==> config.mk <==
export PLATFORM = sky130hd
export DESIGN_NAME = chan_load_meter
export DESIGN_NICKNAME = d
export VERILOG_FILES = /design/src/rtl/chan_load_meter.sv
export SDC_FILE = /design/constraint.sdc
export NUM_CORES = 1
export LEC_CHECK = 0
export BUFFER_PORTS_ARGS = -buffer_cell sky130_fd_sc_hd__buf_2
export CORE_UTILIZATION = 35
export CTS_CLUSTER_DIAMETER = 50
export DETAILED_ROUTE_END_ITERATION = 16
export GPL_TIMING_DRIVEN = 0
export SETUP_SLACK_MARGIN = 0.05
export SYNTH_ARGS = -nofsm -noshare
export SYNTH_HDL_FRONTEND = slang
export SYNTH_SLANG_ARGS = --single-unit
==> constraint.sdc <==
create_clock -name clk -period 2.39 [get_ports clk]
set_input_delay 0.1195 -clock clk [delete_from_list [all_inputs] [get_ports clk]]
set_output_delay 0.1195 -clock clk [all_outputs]
set_load 0.01 [all_outputs]
==> src/rtl/chan_load_meter.sv <==
module chan_load_meter #(
  parameter int TICK_CYCLES = 160,
  parameter int PERIOD_W    = 16
) (
  input  logic                clk,
  input  logic                rst_n,
  input  logic [PERIOD_W-1:0] win_period,
  input  logic                meas_enable,
  input  logic                meas_trigger,
  input  logic                cca_busy,
  output logic [PERIOD_W-1:0] load_count,
  output logic                load_ready
);
  localparam int DIV_W = (TICK_CYCLES > 1) ? $clog2(TICK_CYCLES) : 1;
  localparam logic [DIV_W-1:0] DIV_LAST = DIV_W'(TICK_CYCLES - 1);

  logic                trig_q;
  logic                running;
  logic [DIV_W-1:0]    div_cnt;
  logic [PERIOD_W-1:0] period_q;
  logic [PERIOD_W-1:0] smp_cnt;
  logic [PERIOD_W-1:0] busy_cnt;
  logic                ready_q;

  wire start = meas_enable & meas_trigger & ~trig_q;
  wire tick  = running & (div_cnt == DIV_LAST);
  wire last  = tick & (smp_cnt == period_q - 1'b1);

  always_ff @(posedge clk or negedge rst_n) begin
    if (!rst_n) begin
      trig_q   <= 1'b0;
      running  <= 1'b0;
      div_cnt  <= '0;
      period_q <= '0;
      smp_cnt  <= '0;
      busy_cnt <= '0;
      ready_q  <= 1'b0;
    end else begin
      trig_q <= meas_trigger;
      if (start) begin
        period_q <= win_period;
        smp_cnt  <= '0;
        busy_cnt <= '0;
        div_cnt  <= '0;
        ready_q  <= (win_period == '0);
        running  <= (win_period != '0);
      end else if (!meas_enable) begin
        running <= 1'b0;
      end else if (running) begin
        if (tick) begin
          div_cnt <= '0;
          smp_cnt <= smp_cnt + 1'b1;
          if (cca_busy) busy_cnt <= busy_cnt + 1'b1;
          if (last) begin
            running <= 1'b0;
            ready_q <= 1'b1;
          end
        end else begin
          div_cnt <= div_cnt + 1'b1;
        end
      end
    end
  end

  assign load_count = busy_cnt;
  assign load_ready = ready_q;

  assert_trig_clears_R2: assert property (@(posedge clk) disable iff (!rst_n)
    (start && win_period != '0) |=> (!load_ready && load_count == '0));

  assert_count_bounded_R4: assert property (@(posedge clk) disable iff (!rst_n)
    load_count <= smp_cnt);

  assert_count_moves_on_tick_R3: assert property (@(posedge clk) disable iff (!rst_n)
    (!start && !(tick && cca_busy)) |=> $stable(load_count));

  assert_ready_sticky_R5: assert property (@(posedge clk) disable iff (!rst_n)
    (load_ready && !start) |=> load_ready);

  assert_zero_period_R6: assert property (@(posedge clk) disable iff (!rst_n)
    (start && win_period == '0) |=> (load_ready && load_count == '0));

  assert_disabled_no_ready_R8: assert property (@(posedge clk) disable iff (!rst_n)
    !meas_enable |=> !$rose(load_ready));
endmodule

==> metrics, run 1 <==
drc violations 0; Die Wd 101 um; Top-Level Pins 38; sequential share of the synthesized area 0.432; Critical Path Sink Type flip-flop; post-DP HPWL 5950 um; Top FF cell, synth dfrtp_1; dpl cells 558; Slew HR 0.492; H-tree depth 3; final worst path period need 2.24 ns; initial antenna violation count 0; Post-Syn Area 3420 um2; crit path cell chain inv_1 -> ha_4 -> or4b_4 -> nor2_2 -> a32oi_1 -> or3_4 -> nor4_2 -> a21o_1; layout cell share with drive strength beyond 1 0.159; Worst EP required 2.66 ns; Clk pin slew, worst setup/hold paths 0.07 ns; first-pass GRT wire length 14100 um; Worst R2R Start period_q[1]; crit share post-route 0.938; Clock Skews 0.00839 ns; Avg WL per Cell 14.2 um; Slew Viols, Final 0; Starting Density 0.366; setup TNS 0 ns; DRT Wirelength 8340 um; clk_lat worst skew 0.33 ns; CP peak stage delay 0.51 ns; pwr/cell area 611 nW/um2; Critical Path Fanout Max 8; fmax 446 MHz; Crit Path Category reg2reg; Async SR Flop Fraction 1.00; Syn Area/Cell 8.71 um2; worst flop-to-flop path endpoint load_ready; IO Port Bufs 37; Slew @ Worst Pin 0.761 ns; top cell type's share of synthesized area 0.432; CTS sink cnt 59; number of inserted diodes 0; Finish-stage setup viols 0; EDFF count, synth 0; Num CTS Buffers 9; TritonCTS clock tree yes; DR iter-0 viols 91; GR Overflow Total 0; antenna viol nets, final 0; Die Ht 101 um; Yosys reg bits 59; largest net degree at the start of global routing 60; clock buffer depth 2; Arr. time, crit path 2.52 ns; CTS root buf clkbuf_8; status completed; Top delay family on crit path simple AND/OR/NAND/NOR gates; Core ar. 9330 um2; area leader, netlist dfrtp_1; Net Count, Synth 417; area delta synth->final 20.5%; HP Class in2reg; Layout Cells excl Fill 587; RSZ-0062 raised after global routing no; MaxCap Viol Count 0; number of buffers and inverters on the critical path 1; cell row count 35; GP Congestion 0.807; Yosys Warn Count 0; CP max-delay cell or4b_4; Yosys cell types 55; Hold Vio Cnt, Final 0; drt first pass iters 4; Post-Synthesis Cells 392; reg2reg path depth 8; via count 3107; Max VDD drop 353 uV; CP startpoint kind flip-flop; Register-to-Register Setup Slack 0.15 ns; Die Area 10200 um2; vias per cell 5.29; final net count 479; Min-Delay Endpoint period_q[7]; Hold Path Origin win_period[7]; Worst Hold Path Cells 3; Overall Global Routing Usage 0.180; Area contributors post-synth dfrtp_1, nand2_1, xor2_1; leakage 0.00186 uW; vias in the first global route 2921
-- cell families (layout without fill, tap and decap cells) --
group,after synthesis,after routing,synth area share
buffers and inverters,28,94,0.0352
muxes,3,3,0.00916
AOI/OAI and AO/OA,69,69,0.123
xor gates and xnor gates,30,30,0.0813
DFF,59,59,0.432
adders and majority gates,4,4,0.0147
and+or+nand+nor,199,199,0.304
-- metrics by stage --
| stage | worst slack, ns | area [um2] | total power, uW | util | hold slack, ns |
|---|---|---|---|---|---|
| finish | 0.148 | 4120 | 2510 | 0.441 | 0.0162 |
| floorplan | 0.254 | 3420 | 1450 | - | -0.176 |
| global placement | -0.0539 | 3760 | 1580 | 0.403 | 0.252 |
| CTS | 0.0916 | 4100 | 2540 | 0.440 | 0.00188 |
| detailed placement | -0.0623 | 3760 | 1590 | 0.403 | 0.261 |
| global route | 0.0502 | 4120 | 2650 | 0.441 | 0.0189 |
-- worst max path at each step --
stage	start	to	slack (ns)	cells past startpoint
floorplan	period_q[0]	running	0.25	8
finish	period_q[1]	load_ready	0.15	8
detailed placement	period_q[0]	running	-0.06	8
CTS	period_q[0]	load_ready	0.09	8
global placement	period_q[0]	running	-0.05	8
global route	period_q[1]	load_ready	0.05	8
-- flip-flops by register name, summed over array words and instances (netlist names) --
register,count
smp_cnt,16
div_cnt,8
load_count,16
load_ready,1
running,1
period_q,16
trig_q,1
-- repair_timing --
action | in CTS | in global routing
hold buffers | 13 | 1
gates resized for setup | 3 | 3
hold endpoints to repair | 13 | 59
pin swaps | 0 | 1
buffers inserted | 0 | 0
endpoints found under the setup margin | 2 | 2
-- layer usage --
metal,wire (um),track usage,up-vias
met4,118,0.0580,0
li1,-,-,1514
met2,4070,0.306,53
met1,3900,0.230,1529
met5,0,0,-
met3,257,0.0361,11
-- cell usage after synthesis, types with 5 or more instances --
master and n:
a21oi_1 22, and3_1 9, and4_1 5, buf_2 5, clkbuf_1 12, dfrtp_1 59, inv_1 8, nand2_1 69
nand3_1 15, nand4_1 11, nor2_1 30, nor3_1 10, nor4_1 6, o21ai_0 28, or3_1 16, xnor2_1 12
xor2_1 17
-- power breakdown --
group	internal, uW	total, uW	switching (uW)
Sequential	1070	1150	84.4
Combinational	202	454	253
Clock	532	908	376
-- layout make-up --
type	count	area, um2
Multi-Input combinational cell	305	1840
Timing Repair Buffer	51	328
Sequential cell	59	1480
Buffer	20	90.1
Inverter	8	30.0
Clock inverter	2	35.0
Tap cell	129	161
Fill cell	943	5210
Clock buffer	13	159
-- layout by cell type, fill, tap and decap left out, drive strengths merged, types with 14 or more instances in the layout --
| cell | Yosys | routed |
|---|---|---|
| nand2 | 69 | 69 |
| dfrtp | 59 | 59 |
| buf | 7 | 44 |
| nor2 | 31 | 31 |
| o21ai | 28 | 28 |
| clkbuf | 13 | 26 |
| a21oi | 22 | 22 |
| xor2 | 17 | 17 |
| or3 | 17 | 17 |
| nand3 | 15 | 15 |
| dlygate4sd3 | 0 | 14 |
-- tightest hold or removal path: cells and delay by family --
family | cells | cell delay, ns
and+or+nand+nor | 2 | 0.09
buffers and inverters | 1 | 0.09
No activity file was read; power rests on OpenSTA's default activity.
==> run 2: changes to the inputs <==
Settings changed: CORE_ASPECT_RATIO set to 1.1.
==> metrics, run 2 (synthesis gave the netlist of run 1 again) <==
fin area 4140 um2 (was 4120 um2); CP peak stage delay 0.51 ns (about the same); GR Overflow Total 0 (unchanged); fmax 448 MHz (was 446 MHz); largest net degree at the start of global routing 60 (unchanged); Top-Level Pins 38 (unchanged); CP startpoint kind flip-flop (unchanged); IO Port Bufs 37 (unchanged); HP Class in2reg (unchanged); most common cell after layout, fill and taps aside nand2_1 (unchanged); Clock Skews 0.0108 ns (was 0.00839 ns); Crit Path Category reg2reg (unchanged); most frequent cells in the layout nand2_1, dfrtp_1, buf_2 (unchanged); Slew HR 0.478 (was 0.492); final worst path period need 2.23 ns (was 2.24 ns); CTS root buf clkbuf_8 (unchanged); final net count 482 (was 479); CP max-delay cell or4b_4 (unchanged); antenna viol nets, final 0 (unchanged); Avg WL per Cell 14.8 um (was 14.2 um); pwr/cell area 634 nW/um2 (was 611 nW/um2); CTS sink cnt 59 (unchanged); number of inserted diodes 0 (unchanged); Worst EP required 2.68 ns (was 2.66 ns); first-pass GRT wire length 14400 um (was 14100 um); total power 2630 uW (was 2510 uW); status completed (unchanged); Layout Cells excl Fill 579 (was 587); DRT Wirelength 8590 um (was 8340 um); slack of the critical path 0.157 ns (was 0.148 ns); post-DP HPWL 6090 um (was 5950 um); vias in the first global route 2870 (was 2921); via count 3044 (was 3107); Critical Path Sink Type flip-flop (unchanged); TritonCTS clock tree yes (unchanged); vias per cell 5.26 (was 5.29); Core ar. 9400 um2 (was 9330 um2); initial antenna violation count 0 (unchanged); Slew Viols, Final 0 (unchanged); Worst Hold Path Cells 3 (unchanged); GP Congestion 0.802 (was 0.807); Critical Path Fanout Max 5 (was 8); Overall Global Routing Usage 0.188 (was 0.180); Starting Density 0.363 (was 0.366); largest registers load_count (16), period_q (16), smp_cnt (16) (unchanged); area delta synth->final 21.2% (was 20.5%); layout cell share with drive strength beyond 1 0.180 (was 0.159); H-tree depth 3 (unchanged); Worst R2R Start period_q[0] (was period_q[1]); drc violations 0 (unchanged); worst hold margin 0.00227 ns (was 0.0162 ns); crit share post-route 0.935 (was 0.938); drt first pass iters 4 (unchanged); crit path cell chain inv_2 -> ha_4 -> or4b_4 -> nor2_2 -> a32oi_1 -> or3_4 -> nor4_2 -> a21o_1 (was inv_1 -> ha_4 -> or4b_4 -> nor2_2 -> a32oi_1 -> or3_4 -> nor4_2 -> a21o_1); Register-to-Register Setup Slack 0.16 ns (was 0.15 ns); Min-Delay Endpoint period_q[9] (was period_q[7]); clk_lat worst skew 0.35 ns (was 0.33 ns); Placed Area 3750 um2 (was 3760 um2); leakage 0.00189 uW (was 0.00186 uW); RSZ-0062 raised after global routing yes (was no); cell row count 37 (was 35); dpl cells 546 (was 558); Hold Path Origin win_period[9] (was win_period[7]); clock buffer depth 2 (unchanged); Die Area 10200 um2 (unchanged); Slew @ Worst Pin 0.783 ns (was 0.761 ns); Clk pin slew, worst setup/hold paths 0.07 ns (about the same); reg2reg path depth 8 (unchanged); Num CTS Buffers 9 (unchanged); Die Ht 106 um (was 101 um); Max VDD drop 387 uV (was 353 uV); Die Wd 96.2 um (was 101 um); worst flop-to-flop path endpoint load_ready (unchanged); Arr. time, crit path 2.53 ns (was 2.52 ns); Finish-stage setup viols 0 (unchanged); DP Worst Slack -0.163 ns (was -0.0623 ns); DR iter-0 viols 112 (was 91); MaxCap Viol Count 0 (unchanged); Hold Vio Cnt, Final 0 (unchanged)
[run 2: cell count changes in the layout (fill, tap and decap cells not counted), sizes merged]
cell / change
clkbuf: -3
dlygate4sd3: -2
bufinv: +1
clkinv: +3
buf: +5
[run 2: timing repair]
action / CTS / global route
setup buffers: 0 / 5
setup endpoints to repair: 2 / 5
pin swaps: 1 / 2
gates cloned: 0 / 0
hold buffers: 11 / 1
resized for setup: 4 / 5
endpoints found under the hold margin: 11 / 59
[run 2: power by group]
| group | switching, uW | internal, uW | leakage, uW |
|---|---|---|---|
| logic | 265 | 218 | 0.000987 |
| clock network | 415 | 580 | 0.000110 |
| registers | 81.6 | 1070 | 0.000790 |
| total | 762 | 1870 | 0.00189 |
[run 2: layout make-up]
| cell class | count | area (um2) |
|---|---|---|
| clock inverters | 6 | 80.1 |
| repair buffers | 54 | 345 |
| inverters | 8 | 30.0 |
| multi-input cells | 305 | 1840 |
| plain buffers | 20 | 90.1 |
| clock buffers | 10 | 128 |
| well taps | 117 | 146 |
| flip-flops and latches | 59 | 1480 |
| fillers | 940 | 5260 |
[run 2: per-layer routing]
layer	vias to the layer above	wire length [um]	global-route usage
met1	1470	4050	0.254
met5	-	0	0
met2	44	4110	0.294
met4	0	130	0.0672
li1	1517	-	-
met3	13	293	0.0411
[run 2: per-stage QoR]
stage	util	TNS, ns
3_3_place_gp	0.399	-0.101
4_1_cts	0.434	0
5_1_grt	0.441	0
3_5_place_dp	0.399	-0.304
6_report	0.441	0
2_1_floorplan	-	0
[run 2: worst max-delay path, delay by kind of cell (launching register included)]
family | cells | cell delay (ns)
DFF | 1 | 0.42
and+or+nand+nor | 4 | 1.26
adders and majority gates | 1 | 0.15
buffers and inverters | 1 | 0.07
AOI/OAI and AO/OA | 2 | 0.28
[run 2: how the worst max path moves through the flow]
stage	end	slack (ns)	start
after floorplan	running	0.25	period_q[0]
after global placement	running	-0.06	period_q[0]
after detailed placement	running	-0.16	period_q[0]
after CTS	running	0.07	period_q[0]
after global routing	load_count[14]	0.04	div_cnt[0]
final	load_ready	0.16	period_q[0]
==> run 3: changes to the inputs <==
Settings changed: BUFFER_PORTS_ARGS -buffer_cell sky130_fd_sc_hd__buf_2 to -buffer_cell sky130_fd_sc_hd__clkbuf_2.
==> metrics, run 3 (synthesis gave the netlist of run 1 again) <==
CP peak stage delay 0.51 ns (about the same); largest net degree at the start of global routing 60 (unchanged); vias per cell 5.29 (was 5.26); Core ar. 9400 um2 (unchanged); Overall Global Routing Usage 0.184 (was 0.188); layout cell share with drive strength beyond 1 0.170 (was 0.180); GRT Max-Usage Layer met2 (unchanged); CP startpoint kind flip-flop (unchanged); final worst path period need 2.25 ns (was 2.23 ns); Hold Vio Cnt, Final 1 (was 0); P_int 1770 uW (was 1870 uW); most frequent cells in the layout nand2_1, dfrtp_1, clkbuf_2 (was nand2_1, dfrtp_1, buf_2); Arr. time, crit path 2.46 ns (was 2.53 ns); Clk pin slew, worst setup/hold paths 0.07 ns (about the same); status finished with violations (was completed); Max VDD drop 259 uV (was 387 uV); Switching Fraction 0.303 (was 0.290); leakage 0.00182 uW (was 0.00189 uW); pwr/cell area 625 nW/um2 (was 634 nW/um2); Top-Level Pins 38 (unchanged); Placed Area 3750 um2 (about the same); GP Congestion 0.778 (was 0.802); most common cell after layout, fill and taps aside nand2_1 (unchanged); via count 3021 (was 3044); DR iter-0 viols 103 (was 112); fmax 445 MHz (was 448 MHz); total power 2540 uW (was 2630 uW); crit share post-route 0.940 (was 0.935); Flop pwr share 0.454 (was 0.437); worst hold margin -0.00224 ns (was 0.00227 ns); NetSw 768 uW (was 762 uW); final net count 474 (was 482); H-tree depth 3 (unchanged); Starting Density 0.363 (unchanged); area delta synth->final 18.9% (was 21.2%); cell row count 37 (unchanged); CTS root buf clkbuf_8 (unchanged); Die Area 10200 um2 (unchanged); fin util 0.432 (was 0.441); first-pass GRT wire length 14200 um (was 14400 um); MaxCap Viol Count 0 (unchanged); Filler cells 974 (was 940); Avg WL per Cell 14.8 um (about the same); Worst EP required 2.60 ns (was 2.68 ns); CP max-delay cell or4b_4 (unchanged); GR Overflow Total 0 (unchanged); crit path cell chain inv_2 -> ha_4 -> or4b_4 -> nor2_2 -> a32oi_1 -> or3_4 -> nor3_1 -> a21oi_1 (was inv_2 -> ha_4 -> or4b_4 -> nor2_2 -> a32oi_1 -> or3_4 -> nor4_2 -> a21o_1); met1 Track Usage GR 0.254 (about the same); initial antenna violation count 0 (unchanged); number of inserted diodes 0 (unchanged); fin area 4060 um2 (was 4140 um2); TritonCTS clock tree yes (unchanged); vias in the first global route 2917 (was 2870); M2 GR Usage 0.284 (was 0.294); post-DP HPWL 6050 um (was 6090 um); grt met3 use 0.0440 (was 0.0411); Finish-stage setup viols 0 (unchanged); Num CTS Buffers 9 (unchanged); DRT Wirelength 8470 um (was 8590 um); drc violations 0 (unchanged); Clock Skews 0.0113 ns (was 0.0108 ns); clock network fraction of design power 0.366 (was 0.379); Critical Path Sink Type flip-flop (unchanged); clock buffer depth 2 (unchanged); setup TNS 0 ns (unchanged); failing checks hold timing; CTS sink cnt 59 (unchanged); drt first pass iters 4 (unchanged); Slew @ Worst Pin 0.824 ns (was 0.783 ns); Critical Path Fanout Max 8 (was 5); Slew Viols, Final 0 (unchanged); logic gate share of total power 0.179 (was 0.184); IO Port Bufs 37 (unchanged); Die Wd 96.2 um (unchanged); Die Ht 106 um (unchanged); clk_lat worst skew 0.35 ns (about the same); HP Class in2reg (unchanged); largest registers load_count (16), period_q (16), smp_cnt (16) (unchanged); RSZ-0062 raised after global routing yes (unchanged); Crit Path Category reg2reg (unchanged); antenna viol nets, final 0 (unchanged); Slew HR 0.451 (was 0.478)
run 3: power by group through the flow:
stage | clock [uW] | combinational [uW] | sequential (uW)
2_1_floorplan | 0 | 293 | 1160
3_3_place_gp | 0 | 414 | 1170
3_5_place_dp | 0 | 426 | 1170
4_1_cts | 949 | 445 | 1150
5_1_grt | 1000 | 510 | 1160
6_report | 930 | 456 | 1150
run 3: final timing paths:
path,slack [ns],startpoint,depth (start not counted),end
max in group asynchronous,1.41,rst_n,2,period_q[0]
max reg2reg,0.14,period_q[0],8,running
min in group asynchronous,0.43,rst_n,2,period_q[2]
min,-0.002,win_period[5],3,period_q[5]
max,0.14,period_q[0],8,running
min reg2reg,0.50,period_q[15],2,period_q[15]
run 3: metal layers:
layer	routed length, um	vias up
met1	4080	1453
met4	99	0
met2	3990	62
met5	0	-
met3	310	10
li1	-	1496
run 3: final cells by class:
| class | count | area [um2] | share of cell area |
|---|---|---|---|
| multi-input cells | 305 | 1840 | 0.452 |
| flip-flops and latches | 59 | 1480 | 0.364 |
| repair buffers | 46 | 278 | 0.0684 |
| well taps | 117 | 146 | 0.0360 |
| clock buffers | 10 | 138 | 0.0339 |
| plain buffers | 20 | 90.1 | 0.0222 |
| clock inverters | 6 | 65.1 | 0.0160 |
| inverters | 8 | 30.0 | 0.00739 |
run 3: critical path: cells and delay by family, from the launching register on:
family / cells / cell delay [ns]
adder cells (fa/ha/maj): 1 / 0.18
flip-flops: 1 / 0.46
AO/OA/AOI/OAI: 2 / 0.21
AND/OR/NAND/NOR: 4 / 1.17
buffers and inverters: 1 / 0.10
run 3: what timing repair did:
| item | CTS | global route |
|---|---|---|
| endpoints found under the setup margin | 2 | 3 |
| endpoints found under the hold margin | 67 | 0 |
| hold buffers | 9 | 0 |
| pin swaps | 1 | 0 |
| resized for setup | 3 | 4 |
| setup buffers | 0 | 0 |
run 3: per-stage QoR:
| step | setup WS [ns] | cells | hold slack (ns) |
|---|---|---|---|
| after detailed placement | -0.142 | 546 | 0.263 |
| final | 0.143 | 571 | -0.00224 |
| after CTS | 0.0405 | 571 | 0.0000664 |
| after floorplan | 0.254 | 392 | -0.176 |
| after global routing | 0.0435 | 571 | 0.0131 |
| after global placement | -0.0576 | 546 | 0.256 |
